### config.mk
export PLATFORM = sky130hd
export DESIGN_NAME = bitwise_ctl_reg
export DESIGN_NICKNAME = d
export VERILOG_FILES = /design/src/rtl/bitwise_ctl_reg_pkg.sv /design/src/rtl/bitwise_ctl_reg_decode.sv /design/src/rtl/bitwise_ctl_reg_group.sv /design/src/rtl/bitwise_ctl_reg.sv
export SDC_FILE = /design/constraint.sdc
export NUM_CORES = 1
export LEC_CHECK = 0
export ABC_AREA = 0
export BUFFER_PORTS_ARGS = -buffer_cell sky130_fd_sc_hd__buf_2
export CELL_PAD_IN_SITES_DETAIL_PLACEMENT = 1
export CELL_PAD_IN_SITES_GLOBAL_PLACEMENT = 1
export CORE_MARGIN = 5
export CORE_UTILIZATION = 34
export DETAILED_ROUTE_END_ITERATION = 10
export PLACE_DENSITY = 0.8
export SYNTH_ARGS = -nofsm -noshare
export SYNTH_HDL_FRONTEND = slang
export SYNTH_SLANG_ARGS = --single-unit
export TNS_END_PERCENT = 10
### constraint.sdc
create_clock -name clk -period 3 [get_ports clk]
set_clock_uncertainty 0.2 [all_clocks]
set_input_delay 0.6 -clock clk [delete_from_list [all_inputs] [get_ports clk]]
set_output_delay 0.6 -clock clk [all_outputs]
set_load 0.05 [all_outputs]
### src/rtl/bitwise_ctl_reg_pkg.sv
package bitwise_ctl_reg_pkg;

    localparam int ADDR_W   = 16;
    localparam int GRP_W    = 8;
    localparam int NUM_GRP  = 2;
    localparam int REG_W    = GRP_W * NUM_GRP;
    localparam int IDX_W    = $clog2(GRP_W);
    localparam int GSEL_W   = $clog2(NUM_GRP);
    localparam int SLOT_W   = 3;

    // Field positions in MSB-first bus numbering (index 0 = A0 = MSB)
    localparam int POS_ONE  = 3;
    localparam int POS_ZERO = 4;
    localparam int POS_SLOT = 5;
    localparam int POS_GRP  = 11;
    localparam int POS_IDX  = POS_GRP + GSEL_W;
    localparam int POS_DATA = ADDR_W - 1;

    localparam int BIT_CARD = 0;
    localparam int BIT_AUX  = REG_W - 1;

    typedef logic [0:ADDR_W-1] bus_addr_t;

    typedef struct packed {
        logic              hit;
        logic [GSEL_W-1:0] grp;
        logic [IDX_W-1:0]  idx;
        logic              val;
    } wr_req_t;

    // Bits that take part in the base match
    function automatic bus_addr_t care_mask();
        bus_addr_t m = '0;
        m[POS_ONE]  = 1'b1;
        m[POS_ZERO] = 1'b1;
        for (int i = 0; i < SLOT_W; i++) m[POS_SLOT + i] = 1'b1;
        return m;
    endfunction

    // Expected value of the cared-for bits for a given slot
    function automatic bus_addr_t match_pattern(logic [SLOT_W-1:0] slot);
        bus_addr_t p = '0;
        p[POS_ONE] = 1'b1;
        for (int i = 0; i < SLOT_W; i++) p[POS_SLOT + i] = slot[SLOT_W-1-i];
        return p;
    endfunction

endpackage

### src/rtl/bitwise_ctl_reg_decode.sv
module bitwise_ctl_reg_decode
    import bitwise_ctl_reg_pkg::*;
(
    input  logic                strobe_n,
    input  bus_addr_t           io_addr,
    input  logic [SLOT_W-1:0]   base_sel,
    output wr_req_t             req
);
    localparam bus_addr_t CARE = care_mask();

    bus_addr_t pattern;
    logic      base_hit;

    always_comb begin
        pattern  = match_pattern(base_sel);
        base_hit = ((io_addr ^ pattern) & CARE) == '0;
        req.hit  = base_hit && !strobe_n;
        req.grp  = io_addr[POS_GRP +: GSEL_W];
        req.idx  = io_addr[POS_IDX +: IDX_W];
        req.val  = io_addr[POS_DATA];
    end
endmodule

### src/rtl/bitwise_ctl_reg_group.sv
module bitwise_ctl_reg_group
    import bitwise_ctl_reg_pkg::*;
#(
    parameter int GRP_ID = 0
) (
    input  logic             clk,
    input  logic             rst,
    input  wr_req_t          req,
    output logic [GRP_W-1:0] q
);
    logic grp_sel;
    assign grp_sel = req.hit && (req.grp == GSEL_W'(GRP_ID));

    for (genvar b = 0; b < GRP_W; b++) begin : g_bit
        always_ff @(posedge clk) begin
            if (rst)
                q[b] <= 1'b0;
            else if (grp_sel && (req.idx == IDX_W'(b)))
                q[b] <= req.val;
        end
    end
endmodule

### src/rtl/bitwise_ctl_reg.sv
module bitwise_ctl_reg
    import bitwise_ctl_reg_pkg::*;
(
    input  logic              clk,
    input  logic              rst,
    input  logic              strobe_n,
    input  logic [0:15]       io_addr,
    input  logic [2:0]        base_sel,
    output logic [15:0]       ctrl_q,
    output logic              card_en,
    output logic              card_led,
    output logic              aux_en
);
    wr_req_t req;

    bitwise_ctl_reg_decode i_decode (
        .strobe_n (strobe_n),
        .io_addr  (io_addr),
        .base_sel (base_sel),
        .req      (req)
    );

    for (genvar g = 0; g < NUM_GRP; g++) begin : g_grp
        bitwise_ctl_reg_group #(.GRP_ID(g)) i_group (
            .clk (clk),
            .rst (rst),
            .req (req),
            .q   (ctrl_q[g*GRP_W +: GRP_W])
        );
    end

    assign card_en  = ctrl_q[BIT_CARD];
    assign card_led = ctrl_q[BIT_CARD];
    assign aux_en   = ctrl_q[BIT_AUX];
endmodule

After elaboration in Yosys (flattened, before gate mapping)
Index checks and enable logic that the tools add are counted.
{"block": "classes", "eq_ne": 7, "n_bitwise": 2, "n_reduce_logical": 22}
{"operator": "1-bit logical AND", "n": 19}
{"operator": "16-bit zero test", "n": 1}
{"operator": "13-bit XOR", "n": 1}
{"operator": "3-bit == test, second input constant", "n": 4}
{"operator": "3-bit by 2-bit == test with 1-bit output, second input constant", "n": 2}
{"operator": "3-bit by 1-bit == test with 1-bit output, second input constant", "n": 1}
{"operator": "3-bit zero test", "n": 1}
{"operator": "1-bit zero test", "n": 1}
{"operator": "1-bit NOT", "n": 1}
{"block": "word_totals", "ff_bits": 16, "word_cells": 47, "in_bits": 22}

Longest topological paths before layout
{"block": "logic_depth", "ltp_word": 5, "mapped_depth": 5}

Modules after synthesis
From an unflattened synthesis, not the netlist that was laid out.
{"block": "hier_totals", "cells_unflattened": 90, "hier_area_um2": 892.1}
{"mod": "bitwise_ctl_reg_group at g_grp[0].i_group", "area_per_inst_um2": 412.9, "cells_per_inst": 38, "seq_area_each_um2": 160.2, "n_inst": 1}
{"mod": "bitwise_ctl_reg_group at g_grp[1].i_group", "area_per_inst_um2": 371.6, "cells_per_inst": 39, "seq_area_each_um2": 160.2, "n_inst": 1}
{"mod": "bitwise_ctl_reg_decode", "area_per_inst_um2": 85.1, "cells_per_inst": 10, "seq_area_each_um2": 0.0, "n_inst": 1}
{"mod": "bitwise_ctl_reg", "area_per_inst_um2": 22.5, "cells_per_inst": 3, "seq_area_each_um2": 0.0, "n_inst": 1}

Least setup slack after synthesis
OpenSTA, ideal clock, no wires.
{"block": "synth_path", "path_type": "in2reg", "start": "input strobe_n", "end": "register g_grp[0].i_group.q[5]", "slack_ps": 1232, "stages": 4, "arrival_ps": 1436, "n_path_buf": 0, "cell_sequence": "and4bb_2 > nand4_1 > o31ai_1 > a21oi_1"}
{"block": "synth_via", "elab_chain_len": 4}
{"item": "from (decl)", "line": "bitwise_ctl_reg.sv:6", "rtl": "input logic strobe_n,"}
{"item": "1-bit zero test", "line": "bitwise_ctl_reg_decode.sv:17", "rtl": "req.hit = base_hit && !strobe_n;"}
{"item": "1-bit logical AND", "line": "bitwise_ctl_reg_decode.sv:17"}
{"item": "1-bit logical AND", "line": "bitwise_ctl_reg_group.sv:12", "rtl": "assign grp_sel = req.hit && (req.grp == GSEL_W'(GRP_ID));"}
{"item": "1-bit logical AND", "line": "bitwise_ctl_reg_group.sv:18", "rtl": "else if (grp_sel && (req.idx == IDX_W'(b)))"}
{"item": "to (signal, indexed assignment)", "line": "bitwise_ctl_reg_group.sv:19", "rtl": "q[b] <= req.val;"}
{"item": "to (decl)", "line": "bitwise_ctl_reg_group.sv:9", "rtl": "output logic [GRP_W-1:0] q"}
Every way passes these cells.
A chain may end at the register's enable or synchronous reset.

Worst setup path after layout
{"block": "layout_path", "start": "input base_sel[1]", "end": "register g_grp[1].i_group.q[5]"}
{"block": "layout_via", "elab_chain_len": 5}
{"item": "from (decl)", "line": "bitwise_ctl_reg.sv:8", "rtl": "input logic [2:0] base_sel,"}
{"item": "13-bit XOR", "line": "bitwise_ctl_reg_decode.sv:16", "rtl": "base_hit = ((io_addr ^ pattern) & CARE) == '0;"}
{"item": "16-bit zero test", "line": "bitwise_ctl_reg_decode.sv:16"}
{"item": "1-bit logical AND", "line": "bitwise_ctl_reg_decode.sv:17"}
{"item": "1-bit logical AND", "line": "bitwise_ctl_reg_group.sv:12"}
{"item": "1-bit logical AND", "line": "bitwise_ctl_reg_group.sv:18"}
{"item": "to (signal, indexed assignment)", "line": "bitwise_ctl_reg_group.sv:19"}
{"item": "to (decl)", "line": "bitwise_ctl_reg_group.sv:9"}
Every way passes these cells.

==> results.ini <==
[critical_path]
cpPeakStageDelay_ns = 0.37
slowest_stage = nand4_1
r2r-start = g_grp[0].i_group.q[3]$_SDFFE_PP0P_
criticalPathCategory = primary input to flip-flop
cp_max_fo = 7
path_delay_family = compound AO/OA/AOI/OAI gates
cp.arrival_ns = 1.78
worstSetupEndpointType = flip-flop
startpoint_type = primary input
cp.required_ns = 2.98
r2r_setup_slack_ns = 1.95
crit_chain = buf_2 > xnor2_1 > nand4_1 > o31ai_1 > a21oi_1
critPathBufInv = 1
worst-r2r-cell-count = 2
worstReg2RegEnd = g_grp[0].i_group.q[3]$_SDFFE_PP0P_

[cts]
htree_levels = 1
cts_inserted_buffers = 3
cts_root_buffer = clkbuf_4
post-cts-setup-buffers = 0
clockBufferDepth = 2
cts_tree = yes
clock_latency_ns = 0.29
post_cts_resized = 0
clkSinkCount = 16
hold_buffers = 0
clk_pin_slew_ns = 0.10

[worst_hold_path]
min-delay-start = g_grp[0].i_group.q[5]$_SDFFE_PP0P_
hold_path_class = flip-flop to flip-flop
whs_path_depth = 2
hold_path_end = g_grp[0].i_group.q[5]$_SDFFE_PP0P_

[floorplan]
dieHeight_um = 60.2
start_util_pct = 34.9
die_w_um = 60.2
die_area_sq_um = 3620
core-area_sq_um = 2450
rows = 18
ios = 41

[synth]
synth_area_leader_cell = dfxtp_1
syn-mean-instance-area_sq_um = 9.22
netlist_area_sq_um = 857
synth_nets = 115
synth_warnings = 0
seq_area_frac_synth_pct = 37.4
synth_top_cell_area_share_pct = 37.4
netlist_top_cells_area = dfxtp_1 (37%), o31ai_1 (12%), nand4_1 (12%), a21oi_1 (8.2%), buf_4 (3.5%)
syn_inst = 93
synth.distinct_cells = 23
ys_ff_latch = 16

[finish]
max_flop_register = g_grp.i_group.q
nets = 144
final_layout_size_suffix_gt1_share_pct = 36.7
largestRegisters = g_grp.i_group.q (16)
diodes = 0
area_delta_synth_final_pct = 17.7
largest_reg_flops = 16

[placed_design]
place_hpwl_um = 1760
globalplace.congestion = 0.745
io_buffers = 34

[detailed_routing]
via_count = 846
firstDrtPassIters = 4
postRouteWirelength_um = 2340
via_per_inst = 5.64
route.detailed.drc = 0
wire_per_inst_um = 15.6
drtAntennaViolNets = 0
drt_iter0_markers = 7

[sta]
max_slew_margin_pct = 65.8
slew_violations = 0
rsz0062_at_grt = no
finalSetupViolCount = 0
timing.final.crit_share_pct = 60.0
period_needed_ns = 1.80
tightest_slew_ns = 0.512
hold_violations = 0
max_clock_freq_mhz = 556
fin_tns_setup_ns = 0

[power]
finalPower_mw = 0.379
leakage_nw = 0.406
vdd_drop_max_mv = 0.166
p_per_area_nw_per_um2 = 376

[global_route]
grt_pass1_wl_um = 3750
antenna_found_initial = 0
grt_max_degree = 18
grt_overflow = 0
grt_usage_pct = 13.8
grt_pass1_vias = 828

[job]
drv_cap = 0

[status]
status = finished clean

## worst reg2reg max path, stage by stage (launching register included)
cell,delay [ns]
dfxtp_1,0.34
or2b_2,0.29
mux2i_1,0.15
## logic make-up (layout without fill, tap and decap cells)
kind of cell / count (synthesis) / count (layout) / share of synthesized area [%]
AOI/OAI and AO/OA: 28 / 28 / 20.4
muxes: 2 / 2 / 2.34
and+or+nand+nor: 32 / 32 / 26.7
xor gates and xnor gates: 3 / 3 / 3.07
buffers and inverters: 12 / 39 / 10.1
DFF: 16 / 16 / 37.4
## worst max-delay path by stage
| stage | cells after the start | start | to | slack (ns) |
|---|---|---|---|---|
| final | 5 | base_sel[1] | g_grp[1].i_group.q[5]$_SDFFE_PP0P_ | 1.20 |
| after CTS | 5 | io_addr[4] | g_grp[0].i_group.q[1]$_SDFFE_PP0P_ | 1.23 |
| after global routing | 5 | io_addr[4] | g_grp[1].i_group.q[3]$_SDFFE_PP0P_ | 1.04 |
| after global placement | 5 | io_addr[4] | g_grp[0].i_group.q[0]$_SDFFE_PP0P_ | 0.95 |
| after detailed placement | 5 | io_addr[4] | g_grp[0].i_group.q[1]$_SDFFE_PP0P_ | 0.90 |
| after floorplan | 4 | strobe_n | g_grp[0].i_group.q[5]$_SDFFE_PP0P_ | 1.23 |
## power breakdown
part | switching (mW) | internal (mW) | total, mW | leakage [nW]
combinational | 0.0309 | 0.0150 | 0.0459 | 0.264
sequential | 0.0000888 | 0.212 | 0.212 | 0.129
clock | 0.0736 | 0.0468 | 0.120 | 0.0138
total | 0.105 | 0.274 | 0.379 | 0.406
## final cells by class
cell class                      instances  area, sq um
Clock buffer                            3         22.5
Fill cell                             309         1450
Inverter                                2         7.51
Multi-Input combinational cell         65          450
Sequential cell                        16          320
Tap cell                               30         37.5
Timing Repair Buffer                   34          170
## stage by stage
step	setup WS (ns)	utilization [%]	hold slack (ns)	cell area (sq um)	std cells
after CTS	1.23	41.1	0.277	1010	150
after floorplan	1.23	-	0.496	857	93
after global placement	0.955	40.2	0.251	986	147
after detailed placement	0.903	40.2	0.264	986	147
final	1.20	41.1	0.274	1010	150
after global routing	1.04	41.1	0.296	1010	150
## synthesized netlist by cell type, drive strengths merged
| cell type | number |
|---|---|
| mux2i | 2 |
| nand2b | 3 |
| and4bb | 1 |
| nor4b | 1 |
| clkdlybuf4s15 | 1 |
| xnor2 | 3 |
| dfxtp | 16 |
| and4 | 2 |
| a21oi | 14 |
| nor2b | 2 |
| and2 | 1 |
| inv | 2 |
| nand3 | 2 |
| or2b | 2 |
| nand4 | 16 |
| buf | 7 |
| nor2 | 1 |
| o31ai | 14 |
| nand2 | 1 |
| clkbuf | 2 |
## cells in the final DEF, fill, tap and decap left out, types with 3 or more instances in the layout
cell type	synthesis	routed
a21oi_1	14	14
nand2b_1	3	3
nand4_1	16	16
clkbuf_4	0	3
xnor2_1	3	3
dfxtp_1	16	16
o31ai_1	14	14
buf_2	2	34
## per-layer routing
layer	GRT usage [%]	routed length, um	vias up
met5	0	0	-
met4	5.70	47	0
met3	2.38	137	5
met2	23.1	1100	27
met1	17.3	1050	398
li1	-	-	416
Note: power is estimated with default switching activity, not from simulation.
